==> src/rtl/bcs_pkg.sv <==
package bcs_pkg;
  typedef enum logic [2:0] {
    ST_IDLE,
    ST_REL,
    ST_HI,
    ST_LO,
    ST_SSET,
    ST_SHOLD
  } bcs_state_e;
endpackage

==> src/rtl/bcs_half_timer.sv <==
module bcs_half_timer #(
  parameter int HP_W = 16
) (
  input  logic            clk_i,
  input  logic            rst_ni,
  input  logic            load_i,
  input  logic [HP_W-1:0] hp_i,
  output logic            expire_o
);
  logic [HP_W-1:0] cnt_q;
  logic [HP_W-1:0] hp_eff;

  // zero length is clamped to a single clock
  assign hp_eff = (hp_i == '0) ? HP_W'(1) : hp_i;

  always_ff @(posedge clk_i or negedge rst_ni) begin
    if (!rst_ni)              cnt_q <= '0;
    else if (load_i)          cnt_q <= hp_eff - HP_W'(1);
    else if (cnt_q != '0)     cnt_q <= cnt_q - HP_W'(1);
  end

  assign expire_o = (cnt_q == '0);
endmodule

==> src/rtl/bcs_pulse_cnt.sv <==
module bcs_pulse_cnt #(
  parameter int MAX_PULSES = 9
) (
  input  logic clk_i,
  input  logic rst_ni,
  input  logic clr_i,
  input  logic inc_i,
  output logic last_o
);
  localparam int CNT_W = $clog2(MAX_PULSES + 1);
  localparam logic [CNT_W-1:0] LAST_VAL = CNT_W'(MAX_PULSES - 1);

  logic [CNT_W-1:0] cnt_q;

  always_ff @(posedge clk_i or negedge rst_ni) begin
    if (!rst_ni)      cnt_q <= '0;
    else if (clr_i)   cnt_q <= '0;
    else if (inc_i)   cnt_q <= cnt_q + CNT_W'(1);
  end

  // high while the pulse in flight is the final one allowed
  assign last_o = (cnt_q == LAST_VAL);
endmodule

==> src/rtl/bcs_ctrl.sv <==
module bcs_ctrl
  import bcs_pkg::*;
(
  input  logic clk_i,
  input  logic rst_ni,
  input  logic start_i,
  input  logic sda_i,
  input  logic expire_i,
  input  logic last_i,
  output logic load_o,
  output logic clr_o,
  output logic inc_o,
  output logic scl_oe_o,
  output logic sda_oe_o,
  output logic owns_bus_o,
  output logic done_o,
  output logic fail_o
);
  bcs_state_e state_q, state_d;
  logic       done_q, fail_q;

  always_comb begin
    state_d = state_q;
    load_o  = 1'b0;
    clr_o   = 1'b0;
    inc_o   = 1'b0;
    unique case (state_q)
      ST_IDLE: if (start_i) begin
        state_d = ST_REL;
        load_o  = 1'b1;
        clr_o   = 1'b1;
      end
      ST_REL: if (expire_i) begin
        load_o  = 1'b1;
        state_d = sda_i ? ST_SSET : ST_HI;
      end
      ST_HI: if (expire_i) begin
        load_o  = 1'b1;
        state_d = ST_LO;
      end
      ST_LO: if (expire_i) begin
        load_o  = 1'b1;
        inc_o   = 1'b1;
        state_d = (sda_i || last_i) ? ST_SSET : ST_HI;
      end
      ST_SSET: if (expire_i) begin
        load_o  = 1'b1;
        state_d = ST_SHOLD;
      end
      ST_SHOLD: if (expire_i) state_d = ST_IDLE;
      default: state_d = ST_IDLE;
    endcase
  end

  always_ff @(posedge clk_i or negedge rst_ni) begin
    if (!rst_ni) begin
      state_q <= ST_IDLE;
      done_q  <= 1'b0;
      fail_q  <= 1'b0;
    end else begin
      state_q <= state_d;
      done_q  <= (state_q == ST_SHOLD) && expire_i;
      if ((state_q == ST_IDLE) && start_i)
        fail_q <= 1'b0;
      else if ((state_q == ST_LO) && expire_i && last_i && !sda_i)
        fail_q <= 1'b1;
    end
  end

  assign owns_bus_o = (state_q != ST_IDLE);
  assign scl_oe_o   = (state_q == ST_LO) || (state_q == ST_SSET);
  assign sda_oe_o   = (state_q == ST_SSET) || (state_q == ST_SHOLD);
  assign done_o     = done_q;
  assign fail_o     = fail_q;
endmodule

==> src/rtl/bus_clear_seq.sv <==
module bus_clear_seq #(
  parameter int HP_W       = 16,
  parameter int MAX_PULSES = 9
) (
  input  logic            clk_i,
  input  logic            rst_ni,
  input  logic            start_i,
  input  logic [HP_W-1:0] half_period_i,
  input  logic            sda_i,
  output logic            scl_oe_o,
  output logic            sda_oe_o,
  output logic            owns_bus_o,
  output logic            done_o,
  output logic            fail_o
);
  logic load, clr, inc, expire, last;

  bcs_half_timer #(.HP_W(HP_W)) u_timer (
    .clk_i    (clk_i),
    .rst_ni   (rst_ni),
    .load_i   (load),
    .hp_i     (half_period_i),
    .expire_o (expire)
  );

  bcs_pulse_cnt #(.MAX_PULSES(MAX_PULSES)) u_pcnt (
    .clk_i  (clk_i),
    .rst_ni (rst_ni),
    .clr_i  (clr),
    .inc_i  (inc),
    .last_o (last)
  );

  bcs_ctrl u_ctrl (
    .clk_i      (clk_i),
    .rst_ni     (rst_ni),
    .start_i    (start_i),
    .sda_i      (sda_i),
    .expire_i   (expire),
    .last_i     (last),
    .load_o     (load),
    .clr_o      (clr),
    .inc_o      (inc),
    .scl_oe_o   (scl_oe_o),
    .sda_oe_o   (sda_oe_o),
    .owns_bus_o (owns_bus_o),
    .done_o     (done_o),
    .fail_o     (fail_o)
  );
endmodule

==> config.mk <==
export PLATFORM = sky130hd
export DESIGN_NAME = bus_clear_seq
export DESIGN_NICKNAME = d
export VERILOG_FILES = /design/src/rtl/bcs_pkg.sv /design/src/rtl/bcs_half_timer.sv /design/src/rtl/bcs_pulse_cnt.sv /design/src/rtl/bcs_ctrl.sv /design/src/rtl/bus_clear_seq.sv
export SDC_FILE = /design/constraint.sdc
export NUM_CORES = 1
export LEC_CHECK = 0
export ABC_AREA = 1
export BUFFER_PORTS_ARGS = -buffer_cell sky130_fd_sc_hd__buf_2
export CORE_AREA = 2 2 79 81
export CTS_CLUSTER_SIZE = 10
export DETAILED_ROUTE_END_ITERATION = 12
export DIE_AREA = 0 0 81 83
export PLACE_DENSITY = 0.53
export SLEW_MARGIN = 20
export SYNTH_ARGS = -nofsm -noshare
export SYNTH_HDL_FRONTEND = slang
export SYNTH_SLANG_ARGS = --single-unit
==> constraint.sdc <==
create_clock -name clk_i -period 4 [get_ports clk_i]
set_input_delay 0.8 -clock clk_i [delete_from_list [all_inputs] [get_ports clk_i]]
set_output_delay 0.8 -clock clk_i [all_outputs]
set_load 0.02 [all_outputs]
# After elaboration in Yosys (flattened, before gate mapping)

Index checks and enable logic that the tools add are counted.

Register bits: 25
Word-level logic and storage cells: 60

$add $sub $neg: 3
Equal/unequal tests: 12
Multiplexer cells: 21
Reductions and logical operators: 19

Operator list:

| kind                  | number |
|---|---|
| $mux 16               | 3 |
| $logic_not 16->1      | 2 |
| $sub 16x1->16 const B | 2 |
| $mux 3                | 8 |
| $pmux 3 s6            | 1 |
| $reduce_bool 16->1    | 1 |
| $ne 2x1->1 const B    | 5 |
| $mux 4                | 2 |
| $eq 3x2->1 const B    | 2 |
| $eq 3x3->1 const B    | 2 |
| $mux 1                | 6 |
| $reduce_and 6->1      | 1 |
| $reduce_bool 2->1     | 3 |
| $logic_and 1x1->1     | 5 |
| $add 4x1->4 const B   | 1 |
| $eq 4x4->1 const B    | 1 |
| $reduce_or 4->1       | 1 |
| $eq 3x1->1 const B    | 1 |
| $logic_not 3->1       | 1 |
| $logic_or 1x1->1      | 3 |
| $reduce_bool 3->1     | 1 |
| $ne 2x2->1 const B    | 1 |
| $pmux 1 s2            | 1 |
| $logic_not 1->1       | 1 |

# Depth between registers and ports, before layout

Word-level depth: 6
Mapped depth: 19

# Modules after synthesis

Synthesis repeated with hierarchy kept, for this count alone.

Cell total of the unflattened synthesis: 278
Area, all modules: 1788.0 sq um

By module, submodules not included:

| module         | times used | cells an instance | area an instance (sq um) | seq. area each (sq um) |
|---|---|---|---|---|
| bcs_half_timer | 1          | 198               | 1214.9                   | 400.4 |
| bcs_ctrl       | 1          | 52                | 347.8                    | 125.1 |
| bcs_pulse_cnt  | 1          | 28                | 225.2                    | 100.1 |

# Worst setup path after synthesis

OpenSTA, ideal clock, no wires.

Path type: input to register
From: input port start_i
To: register u_timer.cnt_q[12]
Setup time: 0.071 ns
Data arrival time: 2.061 ns
Slack: 1.868 ns
Cell stages on the path: 14
Buffers on the path: 1
Cell sequence: nand2_2 -> nand2_4 -> buf_6 -> nand2_1 -> o21ai_2 -> ha_1 -> inv_1 -> nor2_2 -> nand2_2 -> nor2_4 -> nand3_2 -> nand2_1 -> inv_1 -> nor2_1

Word-level cells in the longest chain between the ends: 3
Elaborated cells between the ends (all ways): 4

Ends and longest elaborated chain:

| element                                      | RTL line             | RTL |
|---|---|---|
| start, declared                              | bus_clear_seq.sv:7   | `input logic start_i,` |
| $mux 1 *                                     | bcs_ctrl.sv:28       | `ST_IDLE: if (start_i) begin` |
| $pmux 1 s2 *                                 | bcs_ctrl.sv:27       | `unique case (state_q)` |
| $mux 16 or $reduce_bool 2->1 (tied branches) | n/a                  |  |
| end signal, assigned                         | bcs_half_timer.sv:18 | `else if (load_i) cnt_q <= hp_eff - HP_W'(1);` |
| end signal, assigned                         | bcs_half_timer.sv:19 | `else if (cnt_q != '0) cnt_q <= cnt_q - HP_W'(1);` |
| end, declared                                | bcs_half_timer.sv:10 | `logic [HP_W-1:0] cnt_q;` |

Mark *: on every way between the ends. The rest lies on a longest branch, timed or not.
A chain may end at the register's enable or synchronous reset.

# Final worst setup path

From: register u_ctrl.state_q[1]
To: register u_timer.cnt_q[12]

Word-level cells in the longest chain between the ends: 4
Elaborated cells between the ends (all ways): 9

Ends and longest elaborated chain:

| element                                      | RTL line       | RTL |
|---|---|---|
| start, declared                              | bcs_ctrl.sv:19 | `bcs_state_e state_q, state_d;` |
| start signal, assigned                       | bcs_ctrl.sv:61 | `state_q <= state_d;` |
| $eq 3x1->1, or another cell as far along     | bcs_ctrl.sv:27 |  |
| $reduce_or 4->1 (no line)                    | n/a            |  |
| $pmux 1 s2 *                                 | bcs_ctrl.sv:27 |  |
| $mux 16 or $reduce_bool 2->1 (tied branches) | n/a            |  |

Marked as above.

==> results.json <==
{
  "syn-cell-area_um2": 1767,
  "clk_pin_slew_ns": 0.09,
  "min_period_over_period": 0.6409,
  "post_synth_num_cell_types": 28,
  "report.final.hold_viol_count": 0,
  "fin_total_pwr_mw": 1.346,
  "most_used_dff_post_synth": "dfrtp_1",
  "cts.path.max_buffers": 2,
  "area.growth.synth_to_final_pct": 11.90,
  "htreeDepth": 1,
  "finalSetupViolations": 0,
  "postSynth.asyncResetShare": 1.000,
  "core_region_area_um2": 5816,
  "critical_path_sink_type": "flip-flop",
  "floorplan.rows": 28,
  "crit_path_max_fanout": 25,
  "die_area_um2": 6723,
  "cts_made_buffers": 3,
  "placed_area_um2": 1932,
  "floorplan.initialDensity": 0.3038,
  "post_cts_resized": 0,
  "crit-reg2reg-capture": "u_timer.cnt_q[12]",
  "postSynthCellCount": 268,
  "status": "finished clean",
  "clk-insertion-delay-late_ns": 0.27,
  "p_per_area_nw_per_um2": 681.1,
  "finalWorstSetupSlack_ns": 1.436,
  "post_layout_nonfiller_instances": 365,
  "tritoncts": "yes",
  "cp_data_required_time_ns": 4.21,
  "cp-start-kind": "flip-flop",
  "seq_area_frac_synth": 0.3541,
  "setup.worst_path.start": "u_ctrl.state_q[1]",
  "first_iter_violations": 76,
  "hold_buffers": 0,
  "stdcell_area_um2": 1977,
  "insertedDiodeCount": 0,
  "cap_viol_max_count": 0,
  "dieWidth_um": 81,
  "clock.fmax_mhz": 390.1,
  "ys_warn_count": 0,
  "cellLeakagePower_nw": 0.9872,
  "yosys_register_bits": 25,
  "routedWlPerCell_um": 11.72,
  "antenna_violating_nets_post_route": 0,
  "layout.filler_cells": 645,
  "grt_pass1_wl_um": 7155,
  "synthesis.area_per_instance_um2": 6.592,
  "critical_path.slowest_cell": "dfrtp_1",
  "first_drt_pass_iteration_count": 4,
  "grt_remaining_overflow": 0,
  "initial_antenna_violation_count": 0,
  "place.gp.congestion": 0.8255,
  "crit_type": "reg2reg",
  "rsz0062_at_grt": "false",
  "logic_depth_of_the_worst_register_to_register_path": 17,
  "r2r-start": "u_ctrl.state_q[1]",
  "worst_slew_pin_slew_ns": 0.5842,
  "drt_drc_violations_left": 0,
  "cp_data_arrival_time_ns": 2.77,
  "final_core_utilization": 0.3399,
  "die_y_um": 83,
  "worst_setup_slack_for_register_to_register_paths_ns": 1.44,
  "layout-drive-gt1-share": 0.1862,
  "master_cell_of_the_clock_root_buffer": "clkbuf_8",
  "vias_in_the_first_global_route": 1617,
  "portBuffers": 24,
  "global_route.usage.total": 0.1329,
  "boundary_pins": 25,
  "via_density": 4.633,
  "inst_count_dp": 361,
  "timing.clock.skew_ns": 0.002367,
  "slew-limit-headroom": 0.6105,
  "vdd.ir_drop.worst_mv": 0.2049,
  "hp-class": "in2async",
  "totalWireLength_um": 4277,
  "min_period_ns": 2.564,
  "grt_start_max_net_pins": 26,
  "syn-num-nets": 291,
  "cts_setup_buffers": 0,
  "number_of_flops_mapped_to_enable_cells_by_yosys": 0,
  "hold_worst_slack_ns": 0.5054,
  "numClockSinks": 25,
  "place_ws_ns": 1.414,
  "cp_cell_sequence": "inv_2, nand2_2, nor2_2, nor2_1, nand3_2, nand2_4, nand2_1, o21ai_2, ha_1, inv_1, nor2_2, nand2_2, nor2_4, nand3_2, nand2_1, inv_1, nor2_1",
  "slowest_delay_ns": 0.50,
  "setup_tns_ns": 0,
  "timing_max_transition_violations_final": 0,
  "detailed_place_hpwl_um": 3395,
  "nNetsFinal": 314,
  "via_count": 1691
}
layer usage:
layer	part of all wire	GRT usage	wire [um]	vias to the layer above
li1	-	-	-	889
met4	0.011	0.04160	48	0
met2	0.48	0.2239	2059	25
met3	0.030	0.01304	129	4
met1	0.48	0.1764	2040	773
met5	0	0	0	-
cell families (layout without fill, tap and decap cells):
| kind of cell | after synthesis | count (layout) | synth area share |
|---|---|---|---|
| xor gates and xnor gates | 1 | 1 | 0.004958 |
| adders and majority gates | 3 | 3 | 0.02125 |
| DFF | 25 | 25 | 0.3541 |
| and+or+nand+nor | 162 | 162 | 0.4051 |
| AOI/OAI and AO/OA | 34 | 34 | 0.1084 |
| buffers and inverters | 43 | 65 | 0.1062 |
critical path, delay by kind of cell (launching register included):
kind / cells / cell delay (ns)
compound gates: 1 / 0.10
fa+ha+maj: 1 / 0.17
buf+inv: 3 / 0.15
flops: 1 / 0.50
simple gates: 12 / 1.58
flip-flops by register name, indices dropped and copies added (netlist names):
signal	cells
u_ctrl.fail_o	1
u_ctrl.state_q	3
u_ctrl.done_o	1
u_pcnt.cnt_q	4
u_timer.cnt_q	16
worst max-delay path by stage:
stage / end / slack, ns / depth (start not counted)
detailed placement: u_timer.cnt_q[12] / 1.41 / 13
global placement: u_timer.cnt_q[8] / 1.44 / 12
CTS: u_timer.cnt_q[12] / 1.43 / 17
floorplan: u_timer.cnt_q[12] / 1.87 / 14
global route: u_timer.cnt_q[12] / 1.16 / 17
finish: u_timer.cnt_q[12] / 1.44 / 17
report_power, final:
group	total, mW	internal [mW]	switching [mW]
sequential	0.426	0.352	0.0738
clock	0.158	0.0715	0.0866
combinational	0.762	0.255	0.508
total	1.35	0.678	0.668
synthesized netlist by cell type, types with 2 or more instances:
cell type / instances / share of area
ha_1: 3 / 0.021
o21ai_2: 4 / 0.020
nor2_2: 7 / 0.025
o21ai_0: 7 / 0.020
clkbuf_1: 2 / 0.0043
buf_6: 3 / 0.019
dfrtp_1: 25 / 0.35
nand3_2: 2 / 0.011
nand3_1: 18 / 0.051
nand2_2: 6 / 0.021
inv_1: 32 / 0.068
nor2_1: 44 / 0.093
nand2_1: 72 / 0.15
nor3_1: 3 / 0.0085
inv_2: 5 / 0.011
a21oi_1: 20 / 0.057
nand4_1: 4 / 0.014
cells in the final DEF (no fill, tap or decap), types with 4 or more instances in the layout:
cell,n
o21ai_2,4
o21ai_0,7
inv_2,5
nand3_1,18
a21oi_1,20
buf_2,24
nand4_1,4
nand2_2,6
nand2_1,72
dfrtp_1,25
nor2_2,7
inv_1,32
nor2_1,44
layout make-up:
cell class | instances | area (um^2) | share of cell area
Clock buffer | 4 | 45.04 | 0.02278
Inverter | 37 | 138.9 | 0.07025
Multi-Input combinational cell | 200 | 953.4 | 0.4823
Sequential cell | 25 | 625.6 | 0.3165
Tap cell | 75 | 93.84 | 0.04747
Timing Repair Buffer | 24 | 120.1 | 0.06076
(Power assumes the default switching activity.)
